==> src/rtl/mpid_pkg.sv <==
package mpid_pkg;
   localparam int unsigned OFS_CTRL       = 'h000;
   localparam int unsigned OFS_EN_SET     = 'h030;
   localparam int unsigned OFS_EN_CLR     = 'h034;
   localparam int unsigned OFS_ACK        = 'h044;
   localparam int unsigned OFS_MSK_SET    = 'h048;
   localparam int unsigned OFS_MSK_CLR    = 'h04C;
   localparam int unsigned OFS_ROUTE_BASE = 'h100;
   localparam int unsigned ID_W           = 10;
   localparam logic [ID_W-1:0] IDLE_CODE  = 10'd1023;

   typedef enum logic {
      WIN_GLOBAL = 1'b0,
      WIN_LOCAL  = 1'b1
   } win_e;
endpackage

==> src/rtl/mpid_regs.sv <==
module mpid_regs
   import mpid_pkg::*;
#(
   parameter int NUM_CPUS   = 2,
   parameter int NUM_SRC    = 64,
   parameter int LOCAL_N    = 29,
   parameter int ADDR_W     = 12,
   parameter int DATA_W     = 32,
   parameter int CPU_W      = 1
) (
   input  logic                               clk,
   input  logic                               rst_n,
   input  logic [CPU_W-1:0]                   bus_cpu,
   input  logic                               bus_win,
   input  logic [ADDR_W-1:0]                  bus_addr,
   input  logic                               bus_wr,
   input  logic [DATA_W-1:0]                  bus_wdata,
   output logic [NUM_SRC-1:0]                 en_o,
   output logic [NUM_CPUS-1:0][LOCAL_N-1:0]   mask_o,
   output logic [NUM_SRC-1:0][NUM_CPUS-1:0]   route_o
);
   logic wr_glb, wr_loc;
   logic hit_en_set, hit_en_clr, hit_msk_set, hit_msk_clr;

   assign wr_glb = bus_wr && (bus_win == WIN_GLOBAL);
   assign wr_loc = bus_wr && (bus_win == WIN_LOCAL);

   assign hit_en_set  = wr_glb && (bus_addr == ADDR_W'(OFS_EN_SET));
   assign hit_en_clr  = wr_glb && (bus_addr == ADDR_W'(OFS_EN_CLR));
   assign hit_msk_set = wr_loc && (bus_addr == ADDR_W'(OFS_MSK_SET));
   assign hit_msk_clr = wr_loc && (bus_addr == ADDR_W'(OFS_MSK_CLR));

   for (genvar n = 0; n < NUM_SRC; n++) begin : g_src
      logic num_hit;
      logic route_hit;
      assign num_hit   = (bus_wdata == DATA_W'(n));
      assign route_hit = wr_glb && (bus_addr == ADDR_W'(OFS_ROUTE_BASE + 4 * n));

      always_ff @(posedge clk or negedge rst_n) begin
         if (!rst_n) begin
            en_o[n] <= 1'b0;
         end else if (hit_en_set && num_hit) begin
            en_o[n] <= 1'b1;
         end else if (hit_en_clr && num_hit) begin
            en_o[n] <= 1'b0;
         end
      end

      always_ff @(posedge clk or negedge rst_n) begin
         if (!rst_n) begin
            route_o[n] <= '0;
         end else if (route_hit) begin
            route_o[n] <= bus_wdata[NUM_CPUS-1:0];
         end
      end
   end

   for (genvar c = 0; c < NUM_CPUS; c++) begin : g_cpu
      logic cpu_sel;
      assign cpu_sel = (32'(bus_cpu) == c);
      for (genvar n = 0; n < LOCAL_N; n++) begin : g_msk
         logic num_hit;
         assign num_hit = (bus_wdata == DATA_W'(n));
         always_ff @(posedge clk or negedge rst_n) begin
            if (!rst_n) begin
               mask_o[c][n] <= 1'b1;
            end else if (cpu_sel && num_hit && hit_msk_set) begin
               mask_o[c][n] <= 1'b1;
            end else if (cpu_sel && num_hit && hit_msk_clr) begin
               mask_o[c][n] <= 1'b0;
            end
         end
      end
   end
endmodule

==> src/rtl/mpid_select.sv <==
module mpid_select
   import mpid_pkg::*;
#(
   parameter int NUM_CPUS = 2,
   parameter int NUM_SRC  = 64,
   parameter int LOCAL_N  = 29
) (
   input  logic [NUM_SRC-1:0]                 src_level,
   input  logic [NUM_SRC-1:0]                 en_i,
   input  logic [NUM_CPUS-1:0][LOCAL_N-1:0]   mask_i,
   input  logic [NUM_SRC-1:0][NUM_CPUS-1:0]   route_i,
   output logic [NUM_CPUS-1:0]                any_o,
   output logic [NUM_CPUS-1:0][ID_W-1:0]      id_o
);
   for (genvar c = 0; c < NUM_CPUS; c++) begin : g_cpu
      logic [NUM_SRC-1:0] elig;

      for (genvar n = 0; n < NUM_SRC; n++) begin : g_src
         if (n < LOCAL_N) begin : g_local
            assign elig[n] = src_level[n] && en_i[n] && !mask_i[c][n];
         end else begin : g_shared
            assign elig[n] = src_level[n] && en_i[n] && route_i[n][c];
         end
      end

      always_comb begin
         id_o[c]  = IDLE_CODE;
         any_o[c] = 1'b0;
         for (int n = NUM_SRC - 1; n >= 0; n--) begin
            if (elig[n]) begin
               id_o[c]  = ID_W'(n);
               any_o[c] = 1'b1;
            end
         end
      end
   end
endmodule

==> src/rtl/mpid_rdmux.sv <==
module mpid_rdmux
   import mpid_pkg::*;
#(
   parameter int NUM_CPUS = 2,
   parameter int NUM_SRC  = 64,
   parameter int ADDR_W   = 12,
   parameter int DATA_W   = 32,
   parameter int CPU_W    = 1
) (
   input  logic                               bus_rd,
   input  logic                               bus_win,
   input  logic [CPU_W-1:0]                   bus_cpu,
   input  logic [ADDR_W-1:0]                  bus_addr,
   input  logic [NUM_SRC-1:0][NUM_CPUS-1:0]   route_i,
   input  logic [NUM_CPUS-1:0][ID_W-1:0]      id_i,
   output logic [DATA_W-1:0]                  rdata_o
);
   localparam logic [DATA_W-1:0] CTRL_WORD = DATA_W'(NUM_SRC) << 2;

   always_comb begin
      rdata_o = '0;
      if (bus_rd) begin
         if (bus_win == WIN_GLOBAL) begin
            if (bus_addr == ADDR_W'(OFS_CTRL)) begin
               rdata_o = CTRL_WORD;
            end
            for (int n = 0; n < NUM_SRC; n++) begin
               if (bus_addr == ADDR_W'(OFS_ROUTE_BASE + 4 * n)) begin
                  rdata_o[NUM_CPUS-1:0] = route_i[n];
               end
            end
         end else if (bus_addr == ADDR_W'(OFS_ACK)) begin
            for (int c = 0; c < NUM_CPUS; c++) begin
               if (32'(bus_cpu) == c) begin
                  rdata_o[ID_W-1:0] = id_i[c];
               end
            end
         end
      end
   end
endmodule

==> src/rtl/mp_irq_distributor.sv <==
module mp_irq_distributor
   import mpid_pkg::*;
#(
   parameter int NUM_CPUS   = 2,
   parameter int NUM_SRC    = 64,
   parameter int LOCAL_LAST = 28,
   parameter int ADDR_W     = 12,
   parameter int DATA_W     = 32,
   localparam int CPU_W     = (NUM_CPUS > 1) ? $clog2(NUM_CPUS) : 1
) (
   input  logic                  clk,
   input  logic                  rst_n,
   input  logic [CPU_W-1:0]      bus_cpu,
   input  logic                  bus_win,
   input  logic [ADDR_W-1:0]     bus_addr,
   input  logic                  bus_wr,
   input  logic                  bus_rd,
   input  logic [DATA_W-1:0]     bus_wdata,
   output logic [DATA_W-1:0]     bus_rdata,
   input  logic [NUM_SRC-1:0]    src_level,
   output logic [NUM_CPUS-1:0]   cpu_irq
);
   localparam int LOCAL_N = (LOCAL_LAST + 1 < NUM_SRC) ? LOCAL_LAST + 1 : NUM_SRC;

   if (NUM_CPUS < 1 || NUM_CPUS > 8) begin : g_bad_cpus
      $error("NUM_CPUS must lie in 1..8");
   end
   if (NUM_SRC < 1 || NUM_SRC > 1023) begin : g_bad_src
      $error("NUM_SRC must lie in 1..1023");
   end
   if (LOCAL_LAST < 0) begin : g_bad_local
      $error("LOCAL_LAST must not be negative");
   end
   if (DATA_W < 12) begin : g_bad_data
      $error("DATA_W must hold the control word");
   end
   if (OFS_ROUTE_BASE + 4 * NUM_SRC > (1 << ADDR_W)) begin : g_bad_addr
      $error("ADDR_W too small for the routing words");
   end

   logic [NUM_SRC-1:0]               en_w;
   logic [NUM_CPUS-1:0][LOCAL_N-1:0] mask_w;
   logic [NUM_SRC-1:0][NUM_CPUS-1:0] route_w;
   logic [NUM_CPUS-1:0]              any_w;
   logic [NUM_CPUS-1:0][ID_W-1:0]    id_w;

   mpid_regs #(
      .NUM_CPUS(NUM_CPUS), .NUM_SRC(NUM_SRC), .LOCAL_N(LOCAL_N),
      .ADDR_W(ADDR_W), .DATA_W(DATA_W), .CPU_W(CPU_W)
   ) u_regs (
      .clk(clk), .rst_n(rst_n), .bus_cpu(bus_cpu), .bus_win(bus_win),
      .bus_addr(bus_addr), .bus_wr(bus_wr), .bus_wdata(bus_wdata),
      .en_o(en_w), .mask_o(mask_w), .route_o(route_w)
   );

   mpid_select #(
      .NUM_CPUS(NUM_CPUS), .NUM_SRC(NUM_SRC), .LOCAL_N(LOCAL_N)
   ) u_select (
      .src_level(src_level), .en_i(en_w), .mask_i(mask_w),
      .route_i(route_w), .any_o(any_w), .id_o(id_w)
   );

   mpid_rdmux #(
      .NUM_CPUS(NUM_CPUS), .NUM_SRC(NUM_SRC), .ADDR_W(ADDR_W),
      .DATA_W(DATA_W), .CPU_W(CPU_W)
   ) u_rdmux (
      .bus_rd(bus_rd), .bus_win(bus_win), .bus_cpu(bus_cpu),
      .bus_addr(bus_addr), .route_i(route_w), .id_i(id_w),
      .rdata_o(bus_rdata)
   );

   always_ff @(posedge clk or negedge rst_n) begin
      if (!rst_n) begin
         cpu_irq <= '0;
      end else begin
         cpu_irq <= any_w;
      end
   end
endmodule

==> config.mk <==
export PLATFORM = sky130hd
export DESIGN_NAME = mp_irq_distributor
export DESIGN_NICKNAME = d
export VERILOG_FILES = /design/src/rtl/mpid_pkg.sv /design/src/rtl/mpid_regs.sv /design/src/rtl/mpid_select.sv /design/src/rtl/mpid_rdmux.sv /design/src/rtl/mp_irq_distributor.sv
export SDC_FILE = /design/constraint.sdc
export NUM_CORES = 1
export LEC_CHECK = 0
export BUFFER_PORTS_ARGS = -buffer_cell sky130_fd_sc_hd__buf_4
export CORE_MARGIN = 1
export CORE_UTILIZATION = 60
export DETAILED_ROUTE_END_ITERATION = 12
export HOLD_SLACK_MARGIN = 0.05
export PLACE_DENSITY_LB_ADDON = 0.08
export SYNTH_ARGS = -nofsm -noshare
export SYNTH_HDL_FRONTEND = slang
export SYNTH_SLANG_ARGS = --single-unit
==> constraint.sdc <==
create_clock -name clk -period 6.95 [get_ports clk]
set_input_delay 1.39 -clock clk [delete_from_list [all_inputs] [get_ports clk]]
set_output_delay 1.39 -clock clk [all_outputs]
set_load 0.01 [all_outputs]
==> After elaboration in Yosys (flattened, before gate mapping) <==
Index checks and enable logic that the tools add are counted.
{ "totals": {"ff_bits": 252, "latchBits": 0, "ram_bits": 0, "mem_bits_ro": 0, "in_bits": 114, "wordCells": 1636, "mem_count": 0} }
{ "classes": {"addsub": 0, "multipliers": 0, "div": 0, "n_lt_le_gt_ge": 0, "n_eq_ne": 132, "shift": 0, "n_mux": 569, "bitwise_logic": 2, "n_reduce_logical": 746} }
{ "ops": {"columns": ["operator", "n"], "rows": [
  ["10-bit 2-to-1 mux", 132],
  ["32-bit by 6-bit equality test with 1-bit output, second input constant", 32],
  ["12-bit by 9-bit equality test with 1-bit output, second input constant", 64],
  ["1-bit logical AND", 564],
  ["32-bit by 5-bit equality test with 1-bit output, second input constant", 16],
  ["1-bit 2-to-1 mux", 372],
  ["32-bit by 4-bit equality test with 1-bit output, second input constant", 8],
  ["2-bit nonzero test", 122],
  ["32-bit by 3-bit equality test with 1-bit output, second input constant", 4],
  ["2-bit 2-to-1 mux", 64],
  ["32-bit by 2-bit equality test with 1-bit output, second input constant", 2],
  ["1-bit logical NOT", 58],
  ["12-bit by 7-bit equality test with 1-bit output, second input constant", 3],
  ["32-bit by 1-bit equality test with 1-bit output, second input constant", 1],
  ["32-bit logical NOT", 1],
  ["12-bit by 6-bit equality test with 1-bit output, second input constant", 2],
  ["12-bit logical NOT", 1],
  ["9-bit 2-to-1 mux", 1],
  ["1-bit inverter", 2]
]} }

==> Depth between registers and ports, before layout <==
{ "logic_depth": {"ltp_word": 70, "mapped_depth": 11, "ltp_nobuf": 8} }

==> By module <==
Synthesis repeated with hierarchy kept, for this count alone.
{ "hier_totals": {"hier_cells": 1730, "hier_area_um2": 15907.8} }
{ "modules_own_cells": {"columns": ["module", "n_inst", "cells_each", "area_each_um2", "seq_area_each_um2"], "rows": [
  ["mpid_regs", 1, 961, 11180.7, 6328.6],
  ["mpid_select", 1, 413, 2356.0, 0.0],
  ["mpid_rdmux", 1, 354, 2321.0, 0.0],
  ["mp_irq_distributor", 1, 2, 50.0, 50.0]
]} }

==> Least setup slack after synthesis <==
No wires, ideal clock.
{ "synth_path": {"path_type": "input to output", "startpoint": "input src_level[25]", "endpoint": "output bus_rdata[7]", "arrival_ns": 3.322, "t_required_ns": 5.560, "setup_slack_ns": 2.238, "path_stages": 9, "path_buffers": 1, "path_cell_list": "nand2_1 -> o22a_1 -> nand3_1 -> or3_1 -> or3_1 -> nand4bb_1 -> mux2_2 -> nor2_1 -> buf_4"} }
{ "synth_between": {"elab_chain_cells": 32} }
{ "synth_rtl": {"columns": ["item", "line_no", "rtl"], "rows": [
  ["start, declared", "mp_irq_distributor.sv:20", "input logic [NUM_SRC-1:0] src_level,"],
  ["1-bit logical AND (*)", "mpid_select.sv:20", "assign elig[n] = src_level[n] && en_i[n] && !mask_i[c][n];"],
  ["1-bit logical AND", "mpid_select.sv:20", null],
  ["10-bit 2-to-1 mux (26 in series)", "mpid_select.sv:30", "if (elig[n]) begin"],
  ["10-bit 2-to-1 mux (*)", "mpid_rdmux.sv:34", "if (32'(bus_cpu) == c) begin"],
  ["10-bit 2-to-1 mux (*)", "mpid_rdmux.sv:32", "end else if (bus_addr == ADDR_W'(OFS_ACK)) begin"],
  ["10-bit 2-to-1 mux (*)", "mpid_rdmux.sv:23", "if (bus_win == WIN_GLOBAL) begin"],
  ["10-bit 2-to-1 mux (*)", "mpid_rdmux.sv:22", "if (bus_rd) begin"],
  ["end, declared", "mp_irq_distributor.sv:19", "output logic [DATA_W-1:0] bus_rdata,"]
]} }
Every way passes the cells marked *; elsewhere a longest branch is shown, timed or not.

==> Worst setup path in the final report <==
{ "layout_path": {"startpoint": "input bus_addr[9]", "endpoint": "output bus_rdata[1]"} }
{ "layout_between": {"elab_chain_cells": 67} }
{ "layout_rtl": {"columns": ["item", "line_no", "rtl"], "rows": [
  ["start, declared", "mp_irq_distributor.sv:15", "input logic [ADDR_W-1:0] bus_addr,"],
  ["12-bit by 9-bit equality test with 1-bit output", "mpid_rdmux.sv:28", "if (bus_addr == ADDR_W'(OFS_ROUTE_BASE + 4 * n)) begin"],
  ["2-bit 2-to-1 mux (64 in series)", "mpid_rdmux.sv:28", null],
  ["10-bit 2-to-1 mux (*)", "mpid_rdmux.sv:23", null],
  ["10-bit 2-to-1 mux (*)", "mpid_rdmux.sv:22", null]
]} }
Marks and branches as above.

==> summary.md <==
The post-synthesis share of cell area spent on full adders, half adders and majority gates is 0. Count of endpoints failing hold in the final timing report: 0. The cell sitting at the root of the clock tree is a clkbuf_16. The post-layout total power is 3200 uW. The run finished with clean final reports. The top-level I/O count was 148; the slew of the pin with the lowest slew margin was 1.33 ns. The logs give 0.0243 sq mm for the area of the core and 1872 for the layout net count. Once the clock tree was built, the resizer swapped 0 gates to a different size.

Including well taps, the total number of placed cells is 2053. The via count of the first global-routing pass was 13900; the number of DRC markers in iteration 0 was 1965. In the routed design, unresolved DRC markers number 0.

The share of the clock period used by the worst path is 0.823, and the final critical delay including setup and external delays is 5.72 ns. The worst setup path is launched from an input port. After clock tree synthesis, the clock-pin slew on the worst setup and hold paths is 0.07 ns. The aggregate routed wire length was 53800 um. Summed over all layers, the global routing overflow is 0. From synthesis to final layout, the design area changed by 13.1%. The number of antenna violations at the first check in global routing came out at 0. In the post-synthesis netlist, the cell with the most instances is o21ai_0. The tools report the synthesized cell area as 0.0149 sq mm.

The share of synthesized flip-flops with an asynchronous set or reset came out at 1.00. The commonest cells after synthesis are 290 x o21ai_0, 209 x nand2_1, 194 x dfrtp_1, 140 x nor2_1, 133 x mux2_2. For this design, the CTS-stage hold fixing added 0 buffers.

The ratio of total power to cell area is 190 mW/mm^2, and the number of failing setup endpoints in the final timing report is 0. The logs give 175 MHz for the achievable frequency and 82300 um for the global-route wire length before repair. Wire length per cell after detailed routing: 25.6 um.

The clock reaches the later pin of the worst-skew pair after 0.54 ns. After routing, the total negative slack on setup checks comes to 0 ns. The floorplan step set the die height to 160 um.

The ratio of cells with drive above 1 in the final layout is 0.228, and the final design utilization is 0.692. The largest total area in the synthesized netlist belongs to dfrtp_1. For the residual antenna-violating net count after detailed routing, the log shows 0.

The effective utilization at floorplan was 0.612; the worst endpoint required time was 5.56 ns. The post-synthesis xor/xnor area fraction works out to 0. The count of input and output buffers is 125. The simple-gate area share of the yosys netlist was 0.220. The number of antenna diodes in the final layout is 0.

Count of state elements after synthesis: 252. The run gives 1 as the number of H-tree levels. The tools report the maximum number of pins on one net before global-route repair as 133. Setup repair after global routing left no endpoint under its margin. The detailed-routing iteration count for the pre-antenna-repair pass was 6; the static power due to leakage was 0.00741 uW. At the end of routability-driven placement, the weighted congestion stood at 1.04. Counting the buffers created by CTS gives 27. The run gives 3 as the maximum clock insertion buffer count. Ranked by total cell area, the synthesized netlist is headed by dfrtp_1 33%, dfstp_2 10%, mux2_2 10%. The worst slew slack as a fraction of its limit is 0.111.

For this run, the leading register cell type out of synthesis is dfrtp_1. The multiplexer fraction of the synthesized cell area is 0.112. The average via count per standard cell was 6.92. The arrival time of data at the critical path endpoint is 4.33 ns. Synthesis produced a netlist whose cell count is 1674. The logs give 0.000198 V for the maximum resistive drop on vdd and 2102 for the final standard cell count with taps included and fillers excluded. Kind of critical path: in -> out. Averaged over all synthesized cells, the footprint is 8.89 sq um. The sequential area share after synthesis was 0.429. The run gives 84 as the post-synthesis cell type count. For the final database, setup skew stands at 0.00452 ns.

The horizontal extent of the die was 160 um; the number of clock sinks seen by CTS was 252. The worst setup path is captured at an output port. In this run the worst hold path is classified as reg -> reg. The floorplan step defined a die boundary enclosing 0.0254 sq mm. Number of enable flip-flop cells after synthesis: 0. The combined global-route utilization of all metal layers is 0.422. After synthesis, the largest family of logic cells by area is simple AND/OR/NAND/NOR gates. The synthesized-area fraction occupied by ao, oa, aoi and oai cells was 0.200; the reported max-cap violation count was 0. The tools report the number of placement rows as 57. The top-area cell type share of the netlist area was 0.326.

The HPWL after detailed placement is 38800 um. Of all nets on the critical path, the largest fanout is 17. The detailed-route via count is 14500, and the number of buffers added for setup after CTS is 0. The tools report the total number of yosys warnings as 0. TritonCTS built the clock tree. Max-slew violation count: 0.
==> path summary, 6_finish.rpt <==
kind	start	to	slack [ns]	cells after the start
hold / removal	u_regs.mask_o[52]	u_regs.mask_o[52]	0.50	2
min in group asynchronous	rst_n	u_regs.en_o[53]	0.95	1
setup / recovery	bus_addr[9]	bus_rdata[1]	1.23	10
setup reg to reg	u_regs.route_o[111]	cpu_irq[1]	4.74	5
hold reg to reg	u_regs.mask_o[52]	u_regs.mask_o[52]	0.50	2
max in group asynchronous	rst_n	u_regs.en_o[10]	4.77	2
==> stage by stage <==
step / worst slack, ns / cell area (sq um) / hold WS (ns)
3_5_place_dp: 1.30 / 15900 / 0.487
4_1_cts: 1.29 / 16800 / 0.497
3_3_place_gp: 1.30 / 15900 / 0.477
5_1_grt: 1.11 / 16800 / 0.513
6_report: 1.23 / 16800 / 0.499
2_1_floorplan: 2.24 / 15000 / 0.467
==> flip-flops by register name, indices dropped and copies added, names as in the netlist <==
name	cells
u_regs.mask_o	58
u_regs.route_o	128
u_regs.en_o	64
cpu_irq	2
==> kinds of logic after synthesis <==
family          Yosys count
flops                   252
other cells               1
compound gates          496
buf+inv                 117
mux                     148
simple gates            660
==> cell usage in the layout, fill, tap and decap left out, types with 5 or more instances in the layout <==
| master | Yosys | routed |
|---|---|---|
| o21ai_0 | 290 | 290 |
| nand2_1 | 209 | 209 |
| dfrtp_1 | 194 | 194 |
| nor2_1 | 140 | 140 |
| buf_4 | 25 | 137 |
| mux2_2 | 133 | 133 |
| nand3_1 | 104 | 104 |
| dfstp_2 | 58 | 58 |
| a21oi_1 | 34 | 34 |
| nor3_1 | 30 | 30 |
| clkbuf_16 | 0 | 29 |
| and3_1 | 25 | 25 |
| conb_1 | 1 | 22 |
| o22ai_1 | 21 | 21 |
| nor2b_1 | 20 | 20 |
| nand4_1 | 20 | 20 |
| nor4_1 | 18 | 18 |
| nand2b_1 | 16 | 16 |
| o211ai_1 | 15 | 15 |
| nand3b_1 | 13 | 13 |
| a211oi_1 | 13 | 13 |
| mux2i_1 | 13 | 13 |
| inv_1 | 11 | 11 |
| and2_1 | 10 | 10 |
| o21a_1 | 9 | 9 |
| o2111ai_1 | 9 | 9 |
| a31oi_1 | 9 | 9 |
| o31ai_1 | 9 | 9 |
| or2_2 | 8 | 8 |
| a2111oi_0 | 8 | 8 |
| or3_1 | 7 | 7 |
| o21ai_1 | 7 | 7 |
| a22o_1 | 5 | 5 |
| and4bb_2 | 5 | 5 |
| a32oi_1 | 5 | 5 |
| o32ai_1 | 5 | 5 |
| clkbuf_8 | 0 | 5 |
==> area by class of cell <==
| class | instances | area, sq um |
|---|---|---|
| Multi-Input combinational cell | 1326 | 8020 |
| Fill cell | 1905 | 7480 |
| Sequential cell | 252 | 6380 |
| Timing Repair Buffer | 139 | 1060 |
| Clock buffer | 38 | 810 |
| Tap cell | 324 | 405 |
| Clock inverter | 11 | 121 |
| Inverter | 12 | 45.0 |
==> critical path: stages <==
cell,delay [ns]
buf_4,0.12
or4b_1,0.90
nor2_2,0.66
a32o_1,0.25
a2111oi_0,0.08
o21ai_1,0.16
nand3_1,0.11
a211oi_1,0.29
o211a_1,0.23
buf_4,0.13
==> where the power goes <==
part           leakage [uW]  internal (uW)  switching (uW)
Sequential          0.00330           1470            2.04
Clock              0.000455            888             626
Combinational       0.00365           68.0             145
Total               0.00741           2430             773
==> per-layer routing <==
layer / routed length (um) / global-route usage / up-vias
met1: 21200 / 0.577 / 7015
li1: - / - / 6325
met4: 2690 / 0.183 / 0
met5: 0 / 0 / -
met3: 6640 / 0.119 / 186
met2: 23300 / 0.626 / 1012
(Power assumes the default switching activity.)
